### src/rtl/gpio_pb_pkg.sv
package gpio_pb_pkg;
  typedef enum logic [1:0] {
    SEL_DIR  = 2'd0,
    SEL_IN   = 2'd1,
    SEL_OUT  = 2'd2,
    SEL_NONE = 2'd3
  } reg_sel_e;
endpackage

### src/rtl/gpio_sync.sv
module gpio_sync #(
  parameter int WIDTH  = 4,
  parameter int STAGES = 2
) (
  input  logic             clk_i,
  input  logic             rst_ni,
  input  logic [WIDTH-1:0] d_i,
  output logic [WIDTH-1:0] q_o
);
  logic [WIDTH-1:0] stg_q [STAGES];

  for (genvar s = 0; s < STAGES; s++) begin : g_stage
    if (s == 0) begin : g_first
      always_ff @(posedge clk_i or negedge rst_ni)
        if (!rst_ni) stg_q[s] <= '0;
        else         stg_q[s] <= d_i;
    end else begin : g_next
      always_ff @(posedge clk_i or negedge rst_ni)
        if (!rst_ni) stg_q[s] <= '0;
        else         stg_q[s] <= stg_q[s-1];
    end
  end

  assign q_o = stg_q[STAGES-1];
endmodule

### src/rtl/gpio_regs.sv
module gpio_regs
  import gpio_pb_pkg::*;
#(
  parameter int                NUM_LINES = 3,
  parameter int                DATA_W    = 8,
  parameter logic [DATA_W-1:0] DIR_MASK  = 8'h67,
  parameter logic [DATA_W-1:0] DIR_RST   = 8'h07
) (
  input  logic              clk_i,
  input  logic              rst_ni,
  input  logic              wr_en_i,
  input  reg_sel_e          sel_i,
  input  logic [DATA_W-1:0] wr_data_i,
  output logic [DATA_W-1:0] dir_q_o,
  output logic [DATA_W-1:0] out_q_o
);
  localparam logic [DATA_W-1:0] OUT_MASK = DATA_W'((1 << NUM_LINES) - 1);

  logic [DATA_W-1:0] dir_q, out_q;

  always_ff @(posedge clk_i or negedge rst_ni) begin
    if (!rst_ni) begin
      dir_q <= DIR_RST;
      out_q <= '0;
    end else if (wr_en_i) begin
      if (sel_i == SEL_DIR) dir_q <= wr_data_i & DIR_MASK;
      if (sel_i == SEL_OUT) out_q <= wr_data_i & OUT_MASK;
    end
  end

  assign dir_q_o = dir_q;
  assign out_q_o = out_q;
endmodule

### src/rtl/gpio_edge.sv
module gpio_edge (
  input  logic clk_i,
  input  logic rst_ni,
  input  logic d_i,
  output logic rise_o
);
  logic prev_q;

  // prev resets low: a level already high yields one strobe
  always_ff @(posedge clk_i or negedge rst_ni)
    if (!rst_ni) prev_q <= 1'b0;
    else         prev_q <= d_i;

  assign rise_o = d_i & ~prev_q;
endmodule

### src/rtl/gpio_pb_top.sv
module gpio_pb_top
  import gpio_pb_pkg::*;
#(
  parameter int                NUM_LINES   = 3,
  parameter int                DATA_W      = 8,
  parameter int                SYNC_STAGES = 2,
  parameter logic [DATA_W-1:0] DIR_MASK    = 8'h67,
  parameter logic [DATA_W-1:0] DIR_RST     = 8'h07
) (
  input  logic                 clk_i,
  input  logic                 rst_ni,
  input  logic [1:0]           reg_sel_i,
  input  logic                 wr_en_i,
  input  logic [DATA_W-1:0]    wr_data_i,
  output logic [DATA_W-1:0]    rd_data_o,
  input  logic [NUM_LINES-1:0] line_i,
  output logic [NUM_LINES-1:0] line_o,
  output logic [NUM_LINES-1:0] line_oe_o,
  input  logic                 pwr_btn_i,
  output logic                 press_o
);
  localparam int SYNC_W = NUM_LINES + 1;

  reg_sel_e             sel;
  logic [DATA_W-1:0]    dir_q, out_q;
  logic [SYNC_W-1:0]    sync_q;
  logic [NUM_LINES-1:0] line_s;
  logic                 btn_s;
  logic [DATA_W-1:0]    in_rb;

  assign sel = reg_sel_e'(reg_sel_i);

  gpio_sync #(.WIDTH(SYNC_W), .STAGES(SYNC_STAGES)) u_sync (
    .clk_i  (clk_i),
    .rst_ni (rst_ni),
    .d_i    ({pwr_btn_i, line_i}),
    .q_o    (sync_q)
  );

  assign line_s = sync_q[NUM_LINES-1:0];
  assign btn_s  = sync_q[NUM_LINES];

  gpio_regs #(
    .NUM_LINES (NUM_LINES),
    .DATA_W    (DATA_W),
    .DIR_MASK  (DIR_MASK),
    .DIR_RST   (DIR_RST)
  ) u_regs (
    .clk_i     (clk_i),
    .rst_ni    (rst_ni),
    .wr_en_i   (wr_en_i),
    .sel_i     (sel),
    .wr_data_i (wr_data_i),
    .dir_q_o   (dir_q),
    .out_q_o   (out_q)
  );

  gpio_edge u_edge (
    .clk_i  (clk_i),
    .rst_ni (rst_ni),
    .d_i    (btn_s),
    .rise_o (press_o)
  );

  assign line_oe_o = ~dir_q[NUM_LINES-1:0];
  assign line_o    = out_q[NUM_LINES-1:0] & ~dir_q[NUM_LINES-1:0];

  // output-mode lines show their latch on readback
  assign in_rb = {{(DATA_W-NUM_LINES){1'b0}}, line_s} | (~dir_q & out_q);

  always_comb begin
    unique case (sel)
      SEL_DIR:  rd_data_o = dir_q;
      SEL_IN:   rd_data_o = in_rb;
      SEL_OUT:  rd_data_o = out_q;
      default:  rd_data_o = '0;
    endcase
  end
endmodule

### config.mk
export PLATFORM = sky130hd
export DESIGN_NAME = gpio_pb_top
export DESIGN_NICKNAME = d
export VERILOG_FILES = /design/src/rtl/gpio_pb_pkg.sv /design/src/rtl/gpio_sync.sv /design/src/rtl/gpio_regs.sv /design/src/rtl/gpio_edge.sv /design/src/rtl/gpio_pb_top.sv
export SDC_FILE = /design/constraint.sdc
export NUM_CORES = 1
export LEC_CHECK = 0
export CORE_ASPECT_RATIO = 1.2
export CORE_MARGIN = 3
export CORE_UTILIZATION = 43
export DETAILED_ROUTE_END_ITERATION = 8
export GPL_TIMING_DRIVEN = 1
export PLACE_DENSITY = 0.94
export SLEW_MARGIN = 0
export SYNTH_ARGS = -nofsm -noshare
export SYNTH_HDL_FRONTEND = slang
export SYNTH_SLANG_ARGS = --single-unit
### constraint.sdc
create_clock -name clk_i -period 2.75 [get_ports clk_i]
set_input_delay 0.55 -clock clk_i [delete_from_list [all_inputs] [get_ports clk_i]]
set_output_delay 0.55 -clock clk_i [all_outputs]
set_load 0.005 [all_outputs]
==> out/results.txt <==
Status: complete, no violations
Num Clock Sinks: 17
Post-Synthesis Cell Area: 722 µm²
HPWL Detailed: 1040 µm
Final wirelength: 1370 µm
Most frequent cells in the layout: clkdlybuf4s50_1, dfrtp_1, mux2_4
Number of H-tree levels: 1
Setup Buffers After CTS: 0
Compound-Gate Fraction of Synth Area: 4.68%
Total track usage: 14.9%
Clock tree buffer depth: 2
VDD IR max: 0.000350 V
Worst Reg2Reg Path Length in Cells: 1
Iter 0 DRT Violations: 2
Number of buffers and inverters on the critical path: 3
Critical Path RT: 2200 ps
Most common cell after layout, fill and taps aside: clkdlybuf4s50_1
Final Skew: 0.448 ps
Pre-antenna DRT Iters: 2
Endpoints failing setup: 0
FILL cells: 121
Slew @ Worst Pin: 714 ps
Pwr/cell area: 582 nW/µm²
Critical path fanouts, max: 4
Vias per std cell: 5.00
Post-synthesis mux area share: 15.1%
Clock transition at path regs: 100 ps
CP most frequent cell: clkdlybuf4s50_1
Final hold vios: 0
Placed insts: 96
YS warnings: 0
Adder-cell share of the synthesized area: 0%
I/O Buffers: 25
Post-cts hold buffer count: 0
Main combinational cell family by area after synthesis: multiplexers
# Max-Cap Violations: 0
Drc violations: 0
Ordered cell list for the critical path: clkdlybuf4s50_1 > buf_4 > nor2_2 > and2_2 > clkdlybuf4s50_1
Critical R2R Launch: u_regs.out_q_o[2]
CP Class: input pin to output pin
Placer Congestion: 0.738
Hold Path Depth: 0
DR WL/cell: 13.7 µm
Hold path startpoint: u_sync.stg_q[7]
Nets: 101
Setup TNS Final: 0 ps
Max Slew Vio Count: 0
Full die area: 2210 µm²
Number of global-route vias before repair: 531
LEAKAGE: 0.447 nW
Num rows: 15
Slowest CP cell: clkdlybuf4s50_1
Unique masters post-synth: 17
CP Capture Type: output pin
Antenna Violating Nets Remaining: 0
Max incr delay on CP: 510 ps
Post-CTS resize count: 0
Post-Layout Cell Count: 100
Num CTS Buffers: 3
CP startpoint kind: input pin
Clk_lat worst skew: 290 ps
TritonCTS clock tree: done
Post-Synth XOR/XNOR Area: 0%
Sequential fraction of the synthesis area: 59.4%
Unrepaired setup endpoints after global routing: false
Starting Density: 48.1%
Seq cells post-synth: 17
Clock tree root driver cell: clkbuf_4
Worst path depth: 5
Vias: 500
Remaining global-route overflow: 0
Fmax: 406 MHz
Die height: 50.9 µm
Area growth syn-to-layout: 39.2%
Synthesized area per cell: 13.1 µm²
Synth Area in Simple Gates: 14.0%
Final period util: 89.6%
Initial antenna violation count: 0
Rel. slew slack: 52.2%
Die extent in x: 43.4 µm
Core area: 1500 µm²
Tmin final: 2460 ps
First-pass GRT wire length: 2370 µm
Diode count: 0
Crit path from: reg_sel_i[1]
Cell count after synthesis: 55
Pin count of the biggest net entering global routing: 18
HP Class: flip-flop to flip-flop
Boundary pin count: 32
Largest delay contributor family on the critical path: buffers and inverters
Ratio of cells with drive above 1 in the final layout: 25.3%
WP data arrival: 1910 ps
Fin util: 66.9%
metal layers:
layer  up-vias  routed length (µm)  track usage (%)
met5         -                   0                0
met1       240                 522             16.4
met4         0                  44             10.6
li1        229                   -                -
met3         6                  81             2.11
met2        25                 724             25.9
final timing paths:
kind / slack (ps) / end
max: 290 / rd_data_o[5]
min: 360 / u_sync.q_o[3]
max reg2reg: 1970 / u_regs.out_q_o[2]
min reg2reg: 360 / u_sync.q_o[3]
max in group asynchronous: 1620 / u_sync.q_o[3]
min in group asynchronous: 680 / u_regs.dir_q_o[5]
Yosys cell counts:
master    n  area [µm²]
buf_6     1        11.3
conb_1    1        3.75
o22ai_1   3        18.8
nor2b_1   4        25.0
and2_4    1        8.76
and2b_2   1        8.76
mux2_2    3        33.8
mux2_4    5        75.1
or2b_1    3        22.5
o21ai_0   3        15.0
dfrtp_1  14         350
buf_4     3        22.5
dfstp_2   3        78.8
inv_1     3        11.3
nor2_2    1        6.26
nand2_1   4        15.0
and2_2    2        15.0
registers in the layout (all words and copies together), names as in the netlist:
signal and count:
u_regs.dir_q_o 5, u_sync.q_o 4, u_sync.stg_q 4, u_regs.out_q_o 3, u_edge.prev_q 1
cell type report:
class | count | area [µm²] | area share [%]
Clock buffer | 3 | 22.5 | 2.24
Clock inverter | 1 | 5.00 | 0.498
Inverter | 3 | 11.3 | 1.12
Multi-Input combinational cell | 33 | 255 | 25.4
Sequential cell | 17 | 429 | 42.7
Tap cell | 17 | 21.3 | 2.12
Timing Repair Buffer | 26 | 260 | 25.9
report_power, final:
group          internal, W  switching (W)
combinational    0.0000999      0.0000473
sequential        0.000285      0.0000200
clock            0.0000541      0.0000780
total             0.000439       0.000145
logic make-up (layout without fill, tap and decap cells):
kind of cell	Yosys count	after routing
AND/OR/NAND/NOR	16	16
other	1	3
AO/OA/AOI/OAI	6	6
buffers and inverters	7	33
multiplexers	8	8
flip-flops	17	17
metrics by stage:
step | worst slack [ps] | total power [W] | hold slack [ps] | area [µm²]
floorplan | 1260 | 0.000369 | 254 | 729
global placement | 117 | 0.000449 | 331 | 975
detailed placement | 106 | 0.000456 | 335 | 975
CTS | 19.7 | 0.000590 | 357 | 1000
global route | 220 | 0.000620 | 370 | 1000
finish | 286 | 0.000585 | 356 | 1000
Note: power is estimated with default switching activity, not from simulation.
